<file path="config.mk">
export PLATFORM = sky130hd
export DESIGN_NAME = sar_conv_seq
export DESIGN_NICKNAME = d
export VERILOG_FILES = /design/src/rtl/sar_seq_pkg.sv /design/src/rtl/sar_seq_cfgbank.sv /design/src/rtl/sar_seq_engine.sv /design/src/rtl/sar_conv_seq.sv
export SDC_FILE = /design/constraint.sdc
export NUM_CORES = 1
export LEC_CHECK = 0
export BUFFER_PORTS_ARGS = -buffer_cell sky130_fd_sc_hd__buf_2
export CAP_MARGIN = 0
export CELL_PAD_IN_SITES_DETAIL_PLACEMENT = 1
export CELL_PAD_IN_SITES_GLOBAL_PLACEMENT = 1
export CORE_MARGIN = 1
export CORE_UTILIZATION = 40
export CTS_CLUSTER_DIAMETER = 200
export DETAILED_ROUTE_END_ITERATION = 6
export PLACE_DENSITY = 0.79
export REMOVE_ABC_BUFFERS = 1
export SYNTH_ARGS = -nofsm -noshare
export SYNTH_HDL_FRONTEND = slang
export SYNTH_HIERARCHICAL = 1
export SYNTH_SLANG_ARGS = --single-unit
export TNS_END_PERCENT = 1
</file>
<file path="constraint.sdc">
create_clock -name clk -period 3.7 [get_ports clk]
set_clock_uncertainty 0.2 [all_clocks]
set_input_delay 0.185 -clock clk [delete_from_list [all_inputs] [get_ports clk]]
set_output_delay 0.185 -clock clk [all_outputs]
set_load 0.03 [all_outputs]
</file>
<file path="src/rtl/sar_seq_pkg.sv">
package sar_seq_pkg;

   localparam int CODE_W = 3;
   localparam int SCNT_W = 9;

   typedef enum logic [1:0] {
      ST_IDLE   = 2'd0,
      ST_SAMPLE = 2'd1,
      ST_CONV   = 2'd2
   } seq_state_t;

   // number of sample/hold cycles for each sample-time code
   function automatic logic [SCNT_W-1:0] smp_cycles(input logic [CODE_W-1:0] code);
      logic [SCNT_W-1:0] n;
      case (code)
         3'd0:    n = SCNT_W'(3);
         3'd1:    n = SCNT_W'(15);
         3'd2:    n = SCNT_W'(28);
         3'd3:    n = SCNT_W'(56);
         3'd4:    n = SCNT_W'(84);
         3'd5:    n = SCNT_W'(112);
         3'd6:    n = SCNT_W'(144);
         default: n = SCNT_W'(480);
      endcase
      return n;
   endfunction

endpackage

</file>
<file path="src/rtl/sar_seq_cfgbank.sv">
module sar_seq_cfgbank
   import sar_seq_pkg::*;
#(
   parameter int NUM_CHAN = 8,
   parameter int CHAN_W   = 3
) (
   input  logic              clk,
   input  logic              rst_n,
   input  logic              wr_en,
   input  logic [CHAN_W-1:0] wr_chan,
   input  logic [CODE_W-1:0] wr_code,
   input  logic [CHAN_W-1:0] rd_chan,
   output logic [CODE_W-1:0] rd_code
);

   logic [CODE_W-1:0] code_q [NUM_CHAN];

   if (NUM_CHAN < 1) begin : g_bad_chan
      $error("sar_seq_cfgbank: NUM_CHAN must be at least 1");
   end
   if ((1 << CHAN_W) < NUM_CHAN) begin : g_bad_width
      $error("sar_seq_cfgbank: CHAN_W too narrow for NUM_CHAN");
   end

   for (genvar ch = 0; ch < NUM_CHAN; ch++) begin : g_chan
      always_ff @(posedge clk or negedge rst_n) begin
         if (!rst_n)
            code_q[ch] <= '0;
         else if (wr_en && (wr_chan == CHAN_W'(ch)))
            code_q[ch] <= wr_code;
      end
   end

   always_comb begin
      rd_code = '0;
      for (int ch = 0; ch < NUM_CHAN; ch++)
         if (rd_chan == CHAN_W'(ch)) rd_code = code_q[ch];
   end

   // a write lands only in the addressed channel's entry
   a_r3_write_lands: assert property (@(posedge clk) disable iff (!rst_n)
      (wr_en && (32'(wr_chan) < NUM_CHAN) && (rd_chan == wr_chan))
         |=> (rd_code == $past(wr_code)) || $past(rd_chan) != rd_chan
         || (wr_en && wr_chan == rd_chan));

endmodule

</file>
<file path="src/rtl/sar_seq_engine.sv">
module sar_seq_engine #(
   parameter int RES_BITS = 12
) (
   input  logic                clk,
   input  logic                rst_n,
   input  logic                load,
   input  logic                step,
   input  logic                cmp_in,
   output logic [RES_BITS-1:0] trial,
   output logic                last,
   output logic [RES_BITS-1:0] final_code
);

   logic [RES_BITS-1:0] acc_q;
   logic [RES_BITS-1:0] mask_q;

   if (RES_BITS < 2) begin : g_bad_res
      $error("sar_seq_engine: RES_BITS must be at least 2");
   end

   always_ff @(posedge clk or negedge rst_n) begin
      if (!rst_n) begin
         acc_q  <= '0;
         mask_q <= '0;
      end else if (load) begin
         acc_q  <= '0;
         mask_q <= {1'b1, {(RES_BITS-1){1'b0}}};
      end else if (step) begin
         if (cmp_in) acc_q <= acc_q | mask_q;
         mask_q <= mask_q >> 1;
      end
   end

   assign trial      = step ? (acc_q | mask_q) : '0;
   assign last       = step & mask_q[0];
   assign final_code = cmp_in ? (acc_q | mask_q) : acc_q;

   // exactly one trial bit is under test on every conversion cycle
   a_r5_one_trial_bit: assert property (@(posedge clk) disable iff (!rst_n)
      step |-> ($countones(mask_q) == 1));

   // search starts at the most significant bit
   a_r5_msb_first: assert property (@(posedge clk) disable iff (!rst_n)
      load |=> mask_q[RES_BITS-1]);

endmodule

</file>
<file path="src/rtl/sar_conv_seq.sv">
module sar_conv_seq
   import sar_seq_pkg::*;
#(
   parameter int NUM_CHAN = 8,
   parameter int RES_BITS = 12,
   parameter int CHAN_W   = (NUM_CHAN > 1) ? $clog2(NUM_CHAN) : 1
) (
   input  logic                clk,
   input  logic                rst_n,
   input  logic                cfg_we,
   input  logic [CHAN_W-1:0]   cfg_chan,
   input  logic [CODE_W-1:0]   cfg_code,
   input  logic                start,
   input  logic [CHAN_W-1:0]   chan_sel,
   input  logic                abort,
   input  logic                cmp_in,
   output logic [RES_BITS-1:0] dac_code,
   output logic                sh_ctrl,
   output logic                busy,
   output logic [RES_BITS-1:0] result,
   output logic [CHAN_W-1:0]   result_chan,
   output logic                eoc
);

   seq_state_t          state_q;
   logic [SCNT_W-1:0]   scnt_q;
   logic [CHAN_W-1:0]   lat_chan_q;
   logic [RES_BITS-1:0] result_q;
   logic [CHAN_W-1:0]   rchan_q;
   logic                eoc_q;

   logic [CODE_W-1:0]   sel_code;
   logic                sar_load;
   logic                sar_step;
   logic                sar_last;
   logic [RES_BITS-1:0] sar_trial;
   logic [RES_BITS-1:0] sar_final;

   sar_seq_cfgbank #(
      .NUM_CHAN (NUM_CHAN),
      .CHAN_W   (CHAN_W)
   ) u_cfg (
      .clk     (clk),
      .rst_n   (rst_n),
      .wr_en   (cfg_we),
      .wr_chan (cfg_chan),
      .wr_code (cfg_code),
      .rd_chan (chan_sel),
      .rd_code (sel_code)
   );

   assign sar_load = (state_q == ST_SAMPLE) && (scnt_q == '0) && !abort;
   assign sar_step = (state_q == ST_CONV);

   sar_seq_engine #(
      .RES_BITS (RES_BITS)
   ) u_sar (
      .clk        (clk),
      .rst_n      (rst_n),
      .load       (sar_load),
      .step       (sar_step),
      .cmp_in     (cmp_in),
      .trial      (sar_trial),
      .last       (sar_last),
      .final_code (sar_final)
   );

   always_ff @(posedge clk or negedge rst_n) begin
      if (!rst_n) begin
         state_q    <= ST_IDLE;
         scnt_q     <= '0;
         lat_chan_q <= '0;
         result_q   <= '0;
         rchan_q    <= '0;
         eoc_q      <= 1'b0;
      end else begin
         eoc_q <= 1'b0;
         case (state_q)
            ST_IDLE: begin
               if (start) begin
                  state_q    <= ST_SAMPLE;
                  scnt_q     <= smp_cycles(sel_code) - SCNT_W'(1);
                  lat_chan_q <= chan_sel;
               end
            end
            ST_SAMPLE: begin
               if (abort)               state_q <= ST_IDLE;
               else if (scnt_q == '0)   state_q <= ST_CONV;
               else                     scnt_q  <= scnt_q - SCNT_W'(1);
            end
            ST_CONV: begin
               if (abort) begin
                  state_q <= ST_IDLE;
               end else if (sar_last) begin
                  state_q  <= ST_IDLE;
                  result_q <= sar_final;
                  rchan_q  <= lat_chan_q;
                  eoc_q    <= 1'b1;
               end
            end
            default: state_q <= ST_IDLE;
         endcase
      end
   end

   assign dac_code    = sar_trial;
   assign sh_ctrl     = (state_q == ST_SAMPLE);
   assign busy        = (state_q != ST_IDLE);
   assign result      = result_q;
   assign result_chan = rchan_q;
   assign eoc         = eoc_q;

   // sampling only happens inside a busy window
   a_r4_sh_in_busy: assert property (@(posedge clk) disable iff (!rst_n)
      sh_ctrl |-> busy);

   // end-of-conversion is a single-cycle pulse
   a_r6_eoc_pulse: assert property (@(posedge clk) disable iff (!rst_n)
      eoc |=> !eoc);

   // the block is idle while end-of-conversion is shown
   a_r6_eoc_idle: assert property (@(posedge clk) disable iff (!rst_n)
      eoc |-> !busy);

   // the result only moves together with end-of-conversion
   a_r6_result_hold: assert property (@(posedge clk) disable iff (!rst_n)
      !eoc |-> $stable(result) && $stable(result_chan));

   // abort ends the run without a pulse
   a_r7_abort_stops: assert property (@(posedge clk) disable iff (!rst_n)
      (busy && abort) |=> !busy && !eoc);

   // a start while busy does not retarget the conversion
   a_r8_start_ignored: assert property (@(posedge clk) disable iff (!rst_n)
      (busy && start) |=> $stable(lat_chan_q));

   // the DAC is parked at zero outside the conversion phase
   a_r10_dac_park: assert property (@(posedge clk) disable iff (!rst_n)
      (!busy || sh_ctrl) |-> (dac_code == '0));

endmodule

</file>
==> Word level (Yosys, flattened, before mapping) <==
Cells that the tools add are included.
{ "word_totals": {"regBits": 78, "output_inout_bits": 30, "word_cells": 101} }
{ "op_classes": {"add_sub_neg": 2, "n_eq_ne": 27, "muxes": 30, "bitwise_logic": 3, "reduce_logical": 23} }
{ "op_table": {"columns": ["cell", "count"], "rows": [
  ["2-to-1 mux 12 bit", 6],
  ["case mux 9 bit (7 select lines)", 1],
  ["2-to-1 mux 9 bit", 5],
  ["equality test 3 bit, second input constant", 11],
  ["2-to-1 mux 3 bit", 8],
  ["equality test 3 x 2 -> 1 bit, second input constant", 6],
  ["case mux 9 bit (2 select lines)", 1],
  ["subtractor 9 x 1 -> 9 bit, second input constant", 2],
  ["bitwise OR 12 bit", 1],
  ["logical AND 1 bit", 10],
  ["2-to-1 mux 2 bit", 5],
  ["equality test 3 x 1 -> 1 bit, second input constant", 3],
  ["logical NOT 3 bit", 3],
  ["logical NOT 9 bit", 1],
  ["!= test 2 bit, second input constant", 3],
  ["case mux 2 bit (3 select lines)", 1],
  ["AND reduction 3 bit", 2],
  ["nonzero test 2 bit", 3],
  ["AND reduction 4 bit", 1],
  ["2-to-1 mux 1 bit", 3],
  ["!= test 3 x 2 -> 1 bit, second input constant", 1],
  ["!= test 3 bit, second input constant", 1],
  ["equality test 2 x 1 -> 1 bit, second input constant", 1],
  ["equality test 2 bit, second input constant", 1],
  ["5 further kinds", 5]
]} }

==> Longest topological paths before layout <==
Gate-level depths: netlist of the first run.
{ "logic_depth": {"ltp_word": 16, "depth_mapped": 13, "depth_no_buf": 11} }

==> Modules after synthesis <==
Netlist of the first run, hierarchy kept.
{ "by_module_without_submodules": {"columns": ["module", "n_inst", "cells_each", "area_per_inst_um2", "seq_area_each_um2"], "rows": [
  ["sar_conv_seq", 1, 139, 1566.5, 750.7],
  ["sar_seq_cfgbank", 1, 96, 1233.7, 600.6],
  ["sar_seq_engine", 1, 117, 1138.6, 600.6]
]} }

==> Worst setup path before layout of the first run <==
No wires, ideal clock.
{ "synth_timing": {"path_kind": "register -> register", "start": "register state_q[1]", "end": "register scnt_q[4]", "setup_time_ns": 0.135, "t_arrival_ns": 2.477, "setup_slack_ns": 0.887, "path_stages_with_launch": 12, "path_buffers": 2, "period_less_slack_ns": 2.813, "path_cell_list": "dfrtp_1 -> nand2b_1 -> buf_2 -> inv_2 -> clkbuf_1 -> nor3_1 -> a21oi_1 -> ha_1 -> o311a_1 -> o21ai_0 -> a221oi_1 -> o22ai_1"} }
{ "synth_between": {"elab_chain_len": 3, "elab_cells_between_ends": 8, "classes_between": "4 x eq/ne; 1 x mux; 3 x reduce/logical"} }
{ "synth_rtl": {"columns": ["item", "line_no", "source"], "rows": [
  ["start, declared", "sar_conv_seq.sv:25", "seq_state_t state_q;"],
  ["start signal, assigned", "sar_conv_seq.sv:70", "state_q <= ST_IDLE;"],
  ["start signal, assigned", "sar_conv_seq.sv:81", "state_q <= ST_SAMPLE;"],
  ["start signal, assigned", "sar_conv_seq.sv:87", "if (abort) state_q <= ST_IDLE;"],
  ["equality test 2 x 1 -> 1 bit (*)", null, null],
  ["named net sh_ctrl", "sar_conv_seq.sv:18", "output logic sh_ctrl,"],
  ["!= test 2 bit (no line) / nonzero test 2 bit (equally long branches)", null, null],
  ["AND reduction 4 bit (no line)", null, null],
  ["end signal, assigned", "sar_conv_seq.sv:82", "scnt_q <= smp_cycles(sel_code) - SCNT_W'(1);"],
  ["end signal, assigned", "sar_conv_seq.sv:89", "else scnt_q <= scnt_q - SCNT_W'(1);"],
  ["end, declared", "sar_conv_seq.sv:26", "logic [SCNT_W-1:0] scnt_q;"]
]} }
Mark *: on every way through the listed nets, which the timed path passes. The rest lies on a longest branch.
A chain may end at the register's enable or synchronous reset.

==> Final worst setup path of the first run <==
{ "layout_timing": {"start": "register u_cfg/code_q[19] in the netlist's numbering", "end": "register scnt_q[4]"} }
{ "layout_between": {"elab_chain_len": 14, "elab_cells_between_ends": 20, "classes_between": "1 x add/sub; 6 x eq/ne; 12 x mux; 1 x reduce/logical"} }
{ "layout_rtl": {"columns": ["item", "line_no", "source"], "rows": [
  ["start, declared", "sar_seq_cfgbank.sv:16", "logic [CODE_W-1:0] code_q [NUM_CHAN];"],
  ["start signal, assigned by index", "sar_seq_cfgbank.sv:30", "code_q[ch] <= wr_code;"],
  ["2-to-1 mux 3 bit (*) (7 in series)", "sar_seq_cfgbank.sv:37", "if (rd_chan == CHAN_W'(ch)) rd_code = code_q[ch];"],
  ["named net sel_code[1]", "sar_conv_seq.sv:32", "logic [CODE_W-1:0] sel_code;"],
  ["equality test 3 bit, or another cell as far along", "sar_seq_pkg.sv:15", "case (code)"],
  ["case mux 9 bit (7 select lines) (*)", "sar_seq_pkg.sv:15", null],
  ["2-to-1 mux 9 bit (*)", "sar_conv_seq.sv:80", "if (start) begin"],
  ["2-to-1 mux 9 bit (*)", "sar_conv_seq.sv:78", "case (state_q)"],
  ["subtractor 9 x 1 -> 9 bit (*)", "sar_conv_seq.sv:82", null],
  ["2-to-1 mux 9 bit (*)", "sar_conv_seq.sv:80", null],
  ["case mux 9 bit (2 select lines) (*)", "sar_conv_seq.sv:78", null]
]} }
Mark *: on every way through the listed nets, which the timed path passes. The rest lies on a longest branch. The select of a mux whose other input is x is not followed.

==> results of run 1 <==
## power by group
part           switching (mW)  internal [mW]  total [mW]
Clock                   0.322          0.582       0.904
Sequential              0.201           1.05        1.26
Combinational           0.358          0.319       0.677
Total                   0.881           1.96        2.84
## kinds of logic after synthesis
group | after synthesis
DFF | 78
xor gates and xnor gates | 3
and+or+nand+nor | 111
muxes | 67
buffers and inverters | 25
adders and majority gates | 2
AOI/OAI and AO/OA | 66
## final timing paths
path,from,to,slack (ns),depth (start not counted)
worst max-delay path,u_cfg/code_q[19],scnt_q[4],0.79,10
worst max register to register,u_cfg/code_q[19],scnt_q[4],0.79,10
worst min-delay path,chan_sel[0],lat_chan_q[0],0.09,2
max in group asynchronous,rst_n,result[3],2.33,2
min in group asynchronous,rst_n,u_sar/acc_q[9],0.35,2
worst min register to register,lat_chan_q[2],result_chan[2],0.31,1
## cells in the final DEF, fill, tap and decap left out, drive strengths merged, types with 3 or more instances in the layout
cell type / instances
a21o: 14
a21oi: 10
a31oi: 12
buf: 47
bufinv: 5
clkbuf: 9
dfrtp: 78
dlygate4sd3: 5
inv: 8
mux2: 44
mux2i: 23
nand2: 9
nand2b: 4
nand3b: 4
nand4b: 3
nor2: 60
nor2b: 5
nor3: 7
nor3b: 5
o211ai: 8
o21ai: 4
or2: 3
## area by class of cell
cell class	instances	area, µm²
Timing Repair Buffer	52	295.3
Clock inverter	6	158.9
Inverter	8	32.53
Sequential cell	78	1952
Multi-Input combinational cell	249	1851
Clock buffer	9	123.9
Tap cell	129	161.4
Fill cell	1046	4797
## metrics by stage
step,instances,power [mW]
floorplan,335,1.714
global placement,511,1.888
detailed placement,511,1.934
CTS,531,2.867
global route,531,3.004
finish,531,2.838
## per-layer routing
layer	vias up	global-route usage [%]	part of all wire (%)
met4	0	6.466	1.7
met1	1439	24.82	46
met3	13	4.210	3.1
met5	-	0	0
li1	1368	-	-
met2	52	33.54	49
## flip-flops by register name, summed over array words and instances, names as in the netlist
| signal | count |
|---|---|
| eoc | 1 |
| lat_chan_q | 3 |
| result | 12 |
| result_chan | 3 |
| scnt_q | 9 |
| state_q | 2 |
| u_cfg/code_q | 24 |
| u_sar/acc_q | 12 |
| u_sar/mask_q | 12 |
## what timing repair did
item                      CTS  global route
hold buffers                5             0
setup buffers               0             0
hold endpoints to repair   97             0
gates resized for setup     0             0
==> impl_metrics.env, run 1 <==
export IMPL_num_antenna_cells=0
export IMPL_clock_sinks=78
export IMPL_drt_wl_total_mm=9.135
export IMPL_yosys_cell_count_top_type="dfrtp_1"
export IMPL_fin_util_pct=48.81
export IMPL_p_per_area_nw_per_um2=620.3
export IMPL_clock_latency_ns=0.35
export IMPL_crit_arrival_ns=2.93
export IMPL_path_cells="mux2i_1 -> o211ai_1 -> a32o_1 -> nor3_1 -> a21oi_1 -> ha_1 -> o311a_1 -> o21ai_0 -> a221oi_1 -> o22ai_1"
export IMPL_dr_pass1_iters=4
export IMPL_dieArea_um2=10250
export IMPL_placed_area_um2=4242
export IMPL_pre_cts_slack_ns=0.6552
export IMPL_dr_first_iter_drc_count=76
export IMPL_slowest_stage="a32o_1"
export IMPL_place_hpwl_mm=6.164
export IMPL_slew_violations=0
export IMPL_cts_tree="yes"
export IMPL_grt_use_total_pct=19.65
export IMPL_viasPerCell=5.409
export IMPL_synth_top_family_by_area="multiplexers"
export IMPL_timing_final_crit_share_pct=78.64
export IMPL_async_reset_ff_share_pct=100.0
export IMPL_tightest_slew_ns=0.9814
export IMPL_initial_core_util_pct=42.03
export IMPL_synthTopCellsByCount="dfrtp_1, nor2_1, mux2_2"
export IMPL_port_buffers=44
export IMPL_synth_simple_gate_area_share_pct=14.77
export IMPL_critPathBufInv=0
export IMPL_first_global_vias=3065
export IMPL_setup_ws_ns=0.7902
export IMPL_path_clk_slew_ns=0.08
export IMPL_cts_path_max_buffers=2
export IMPL_synthMuxAreaShare_pct=18.52
export IMPL_wl_per_cell_um=17.20
export IMPL_grt_overflow_total=0
export IMPL_rsz0062_at_grt="no"
export IMPL_leakagePower_nw=2.181
export IMPL_whs_ns=0.08667
export IMPL_antenna_found_initial=0
export IMPL_drcViolationCount=0
export IMPL_gp_congestion=0.8425
export IMPL_setup_tns_ns=0
export IMPL_synth_edf_count=0
export IMPL_fp_row_count=35
export IMPL_ant_nets=0
export IMPL_synth_xor_area_share_pct=0.6671
export IMPL_setup_viol=0
export IMPL_drive_gt1_share_pct=30.60
export IMPL_cp_top_family="compound AO/OA/AOI/OAI gates"
export IMPL_boundaryPins=45
export IMPL_cp_slowest_stage_delay_ns=0.43
export IMPL_finalInstanceArea_um2=4574
export IMPL_ys_top_cells_by_area="dfrtp_1, mux2_2, mux2i_1"
export IMPL_ys_seq_area_share_pct=49.56
export IMPL_setup_worst_path_end_class="register"
export IMPL_synthesis_area_um2=3939
export IMPL_crit_type="register to register"
export IMPL_critPathLaunchType="register"
export IMPL_syn_area_per_cell_um2=11.19
export IMPL_synth_top_area_cell="dfrtp_1"
export IMPL_fmax_mhz=343.7
export IMPL_synth_compound_area_share_pct=12.26
export IMPL_fin_crit_ns=2.910
export IMPL_die_y_um=101.2
export IMPL_status="finished, final reports clean"
export IMPL_htree_levels=3
export IMPL_hold_class="input pin to register"
export IMPL_synthToLayoutAreaGrowth_pct=16.14
export IMPL_ir_drop_mv=0.2182
export IMPL_synth_cell_type_count=60
export IMPL_vias=2872
export IMPL_core_um2=9371
export IMPL_drv_cap=0
export IMPL_grt_max_degree=79
export IMPL_worstPathRequired_ns=3.72
export IMPL_grt_first_pass_wirelength_mm=15.48
export IMPL_maxSlewHeadroom_pct=34.57
export IMPL_cts_root_buf="clkbuf_8"
export IMPL_cp_max_fo=10
export IMPL_synth_top_area_share_pct=49.56
export IMPL_synthAdderAreaFrac_pct=0.5718
export IMPL_cts_buffers=9
export IMPL_ys_flop_type="dfrtp_1"
export IMPL_synth_seq_cells=78
export IMPL_yosys_warnings=6
export IMPL_chipWidth_um=101.2
export IMPL_fin_nets=414
export IMPL_syn_instance_count=352
export IMPL_hold_violations=0
Power figures use the tool's default switching activity.
==> run 2: changes to the inputs <==
Clock period 3.7 ns to 2.8 ns, I/O delays scaled along.
==> run 2 against run 1 <==
First-iteration DRC count rose by 25%. Clock power rose by 16%. Largest cell class unchanged. Hold slack got worse by 0.036 ns. Highest routed layer unchanged.
==> impl_metrics.env, run 2 (synthesis gave the netlist of run 1 again) <==
export IMPL_largest_register="u_cfg/code_q"
export IMPL_dieArea_um2=10250
export IMPL_fin_nets=421
export IMPL_timing_final_crit_share_pct=93.76
export IMPL_setup_ws_ns=0.1748
export IMPL_critPathLaunchType="register"
export IMPL_synthToLayoutAreaGrowth_pct=16.55
export IMPL_rsz0062_at_grt="no"
export IMPL_cts_tree="yes"
export IMPL_place_hpwl_mm=6.287
export IMPL_die_y_um=101.2
export IMPL_slew_violations=0
export IMPL_port_buffers=44
export IMPL_htree_levels=3
export IMPL_wl_per_cell_um=17.03
export IMPL_maxSlewHeadroom_pct=34.38
export IMPL_p_per_area_nw_per_um2=788.8
export IMPL_gp_congestion=0.8278
export IMPL_clock_latency_ns=0.36
export IMPL_cp_max_fo=7
export IMPL_p_clk_share_pct=28.9
export IMPL_grt_use_total_pct=19.60
export IMPL_setup_viol=0
export IMPL_drive_gt1_share_pct=31.95
export IMPL_cts_path_max_buffers=2
export IMPL_layout_common_cells="dfrtp_1, nor2_1, mux2_2, buf_2, mux2i_1"
export IMPL_largest_reg_flops=24
export IMPL_dr_first_iter_drc_count=95
export IMPL_postCtsSetupRepairBufs=0
export IMPL_grt_first_pass_wirelength_mm=15.53
export IMPL_tightest_slew_ns=0.9844
export IMPL_antenna_found_initial=0
export IMPL_drt_wl_total_mm=9.180
export IMPL_path_clk_slew_ns=0.08
export IMPL_worstPathRequired_ns=2.89
export IMPL_drv_cap=0
export IMPL_hold_violations=0
export IMPL_fmax_mhz=380.9
export IMPL_drcViolationCount=0
export IMPL_cts_root_buf="clkbuf_8"
export IMPL_setup_worst_path_end_class="register"
export IMPL_grt_max_degree=79
export IMPL_pwr_share_comb_pct=25.3
export IMPL_grt_overflow_total=0
export IMPL_intPower_mw=2.440
export IMPL_seqPwrFrac_pct=45.8
export IMPL_pre_cts_slack_ns=-0.04354
export IMPL_final_common_cell="dfrtp_1"
export IMPL_fp_row_count=35
export IMPL_status="finished, final reports clean"
export IMPL_hold_class="input pin to register"
export IMPL_num_antenna_cells=0
export IMPL_leakagePower_nw=2.200
export IMPL_chipWidth_um=101.2
export IMPL_crit_arrival_ns=2.72
export IMPL_vias=2914
export IMPL_first_global_vias=3078
export IMPL_core_um2=9371
export IMPL_fin_crit_ns=2.625
export IMPL_whs_ns=0.05040
export IMPL_p_sw_share_pct=32.63
export IMPL_boundaryPins=45
export IMPL_clock_sinks=78
export IMPL_dr_pass1_iters=4
export IMPL_crit_type="register to register"
export IMPL_cts_buffers=9
export IMPL_initial_core_util_pct=42.03
export IMPL_switchingPower_mw=1.182
export IMPL_ant_nets=0
export IMPL_ir_drop_mv=0.2976
export IMPL_viasPerCell=5.406
## run 2: cell type report
cell class | count | area [µm²]
clock buffers | 10 | 127.6
clock inverters | 6 | 117.6
fillers | 1044 | 4781
inverters | 8 | 32.53
multi-input cells | 249 | 1852
flip-flops and latches | 78 | 1952
well taps | 129 | 161.4
repair buffers | 59 | 347.8
## run 2: metal layers
metal / GRT usage, % / up-vias / part of all wire (%)
met5: 0 / - / 0
met4: 5.128 / 0 / 0.86
met3: 4.693 / 7 / 3.6
met2: 34.85 / 62 / 52
met1: 23.82 / 1475 / 44
li1: - / 1370 / -
## run 2: power groups by stage
stage | registers, mW | clock network [mW] | logic (mW)
after floorplan | 1.59 | 0 | 0.675
after global placement | 1.66 | 0 | 0.859
after detailed placement | 1.67 | 0 | 0.905
after CTS | 1.66 | 1.07 | 0.924
after global routing | 1.70 | 1.12 | 1.02
final | 1.66 | 1.05 | 0.915
## run 2: through the flow
stage | setup TNS [ns] | std cells | total power, mW | util [%] | area [µm²]
after CTS | 0 | 539 | 3.651 | 48.97 | 4589
after global routing | 0 | 539 | 3.836 | 48.99 | 4591
after floorplan | -14.70 | 335 | 2.265 | - | 3827
final | 0 | 539 | 3.621 | 48.99 | 4591
after detailed placement | -0.04354 | 518 | 2.579 | 45.82 | 4294
after global placement | 0 | 518 | 2.515 | 45.82 | 4294
## run 2: path summary, 6_finish.rpt
path                                   from               to  slack [ns]  depth (start not counted)
min                             chan_sel[0]    lat_chan_q[0]        0.05                          2
max reg2reg                u_cfg/code_q[21]        scnt_q[7]        0.17                         10
min in group asynchronous             rst_n        result[8]        0.28                          2
max                        u_cfg/code_q[21]        scnt_q[7]        0.17                         10
min reg2reg                   lat_chan_q[2]   result_chan[2]        0.31                          1
max in group asynchronous             rst_n  u_cfg/code_q[2]        1.48                          2
## run 2: what timing repair did
item                                    4_1_cts  5_1_grt
hold buffers                                  5        0
endpoints found under the setup margin        0        2
endpoints found under the hold margin       103        0
gates resized for setup                       0        1
## run 2: critical path, stage by stage, from the launching register on
cell and delay (ns):
dfrtp_1 0.36, mux2i_1 0.07, or2_0 0.21, a21o_1 0.16, a32oi_1 0.19, buf_4 0.17, xor2_1 0.08, a211oi_2 0.37
o211ai_1 0.23, or4_1 0.44, nand3_1 0.08
==> run 3: changes to the inputs <==
Settings changed: CORE_UTILIZATION 40 to 46, HOLD_SLACK_MARGIN from default to 0.06, PLACE_DENSITY 0.79 to 0.88.
==> run 3 against run 2 <==
Hold slack better by 0.018 ns. Flip-flop and latch count unchanged. Combinational power up 5.2%. Critical endpoint is now scnt_q[4]. Highest routed layer unchanged.
==> impl_metrics.env, run 3 (synthesis gave the netlist of run 1 again) <==
export IMPL_pre_cts_slack_ns=-0.1597
export IMPL_dr_first_iter_drc_count=112
export IMPL_rsz0062_at_grt="yes"
export IMPL_cts_root_buf="clkbuf_8"
export IMPL_gp_congestion=0.8415
export IMPL_grt_overflow_total=0
export IMPL_status="finished, final reports clean"
export IMPL_finalPower_mw=3.554
export IMPL_htree_levels=3
export IMPL_r2r_cells=10
export IMPL_placed_cells=494
export IMPL_clock_latency_ns=0.36
export IMPL_hold_class="input pin to register"
export IMPL_slew_violations=0
export IMPL_drcViolationCount=0
export IMPL_timing_final_crit_share_pct=96.05
export IMPL_setup_worst_path_end_class="register"
export IMPL_final_common_cell="dfrtp_1"
export IMPL_p_per_area_nw_per_um2=775.9
export IMPL_path_clk_slew_ns=0.08
export IMPL_core_um2=8258
export IMPL_first_global_vias=3051
export IMPL_slowest_stage="dfrtp_1"
export IMPL_critPathLaunchType="register"
export IMPL_worstHoldPathCells=3
export IMPL_port_buffers=44
export IMPL_setup_viol=0
export IMPL_largest_reg_flops=24
export IMPL_maxSlewHeadroom_pct=33.71
export IMPL_drv_cap=0
export IMPL_cts_buffers=9
export IMPL_fin_nets=423
export IMPL_wl_per_cell_um=18.36
export IMPL_cts_tree="yes"
export IMPL_grt_first_pass_wirelength_mm=15.45
export IMPL_fp_row_count=33
export IMPL_drive_gt1_share_pct=33.33
export IMPL_largest_register="u_cfg/code_q"
export IMPL_fmax_mhz=371.8
export IMPL_path_cells="mux2i_1 -> o211ai_1 -> a32o_2 -> nor3_2 -> a21oi_1 -> ha_2 -> o311a_1 -> o21ai_0 -> a221oi_2 -> o22ai_1"
export IMPL_r2r_setup_slack_ns=0.11
export IMPL_synthToLayoutAreaGrowth_pct=16.30
export IMPL_fin_crit_ns=2.689
export IMPL_ir_drop_mv=0.3899
export IMPL_setup_ws_ns=0.1106
export IMPL_antenna_found_initial=0
export IMPL_drt_wl_total_mm=9.472
export IMPL_layout_common_cells="dfrtp_1, nor2_1, mux2_2, buf_2, mux2i_1"
export IMPL_initial_core_util_pct=47.70
export IMPL_num_antenna_cells=0
export IMPL_hold_violations=0
export IMPL_viasPerCell=5.607
export IMPL_whs_ns=0.06823
export IMPL_chipWidth_um=94.54
export IMPL_dieArea_um2=8937
export IMPL_place_hpwl_mm=6.259
export IMPL_dr_pass1_iters=4
export IMPL_die_y_um=94.54
export IMPL_boundaryPins=45
export IMPL_worstPathRequired_ns=2.83
export IMPL_leakagePower_nw=2.203
export IMPL_ant_nets=0
export IMPL_cp_max_fo=6
export IMPL_clock_sinks=78
export IMPL_grt_use_total_pct=22.80
export IMPL_crit_type="register to register"
export IMPL_tightest_slew_ns=0.9943
export IMPL_vias=2893
export IMPL_grt_max_degree=79
export IMPL_crit_arrival_ns=2.71
export IMPL_cp_slowest_stage_delay_ns=0.40
export IMPL_cts_path_max_buffers=2
export IMPL_fin_cells=516
## run 3: power breakdown
part / switching, mW / internal, mW
sequential: 0.272 / 1.39
clock: 0.428 / 0.497
combinational: 0.503 / 0.460
total: 1.20 / 2.35
## run 3: through the flow
step | cell area, µm² | utilization (%) | setup TNS (ns)
finish | 4581 | 55.47 | 0
global route | 4581 | 55.47 | -0.09528
CTS | 4537 | 54.94 | 0
detailed placement | 4264 | 51.64 | -0.2158
global placement | 4264 | 51.64 | 0
floorplan | 3827 | - | -14.70
## run 3: final timing paths
kind	from	end
worst max register to register	u_cfg/code_q[8]	scnt_q[4]
worst max-delay path	u_cfg/code_q[8]	scnt_q[4]
min in group asynchronous	rst_n	u_sar/acc_q[9]
max in group asynchronous	rst_n	u_cfg/code_q[2]
worst min-delay path	cfg_chan[2]	u_cfg/code_q[3]
worst min register to register	result[4]	result[4]
## run 3: layer usage
metal / vias up / track usage (%) / part of all wire, %
li1: 1370 / - / -
met1: 1439 / 29.15 / 46
met2: 61 / 37.14 / 49
met3: 23 / 3.945 / 2.9
met4: 0 / 11.74 / 2.6
met5: - / 0 / 0
## run 3: repair_timing
item,in CTS,in global routing
buffers inserted,0,1
hold buffers,6,0
gates cloned,0,0
resized for setup,1,6
endpoints found under the setup margin,1,6
hold endpoints to repair,105,0
pin swaps,0,1
## run 3: area by class of cell
type / instances / area, µm²
fillers: 890 / 3677
flip-flops and latches: 78 / 1952
multi-input cells: 249 / 1888
repair buffers: 61 / 365.4
well taps: 105 / 131.4
clock buffers: 9 / 123.9
clock inverters: 6 / 87.58
inverters: 8 / 32.53
## run 3: worst max-delay path, delay by kind of cell (launching register included)
kind,cells,cell delay [ns]
compound gates,7,1.50
fa+ha+maj,1,0.24
flops,1,0.40
mux,1,0.12
simple gates,1,0.09
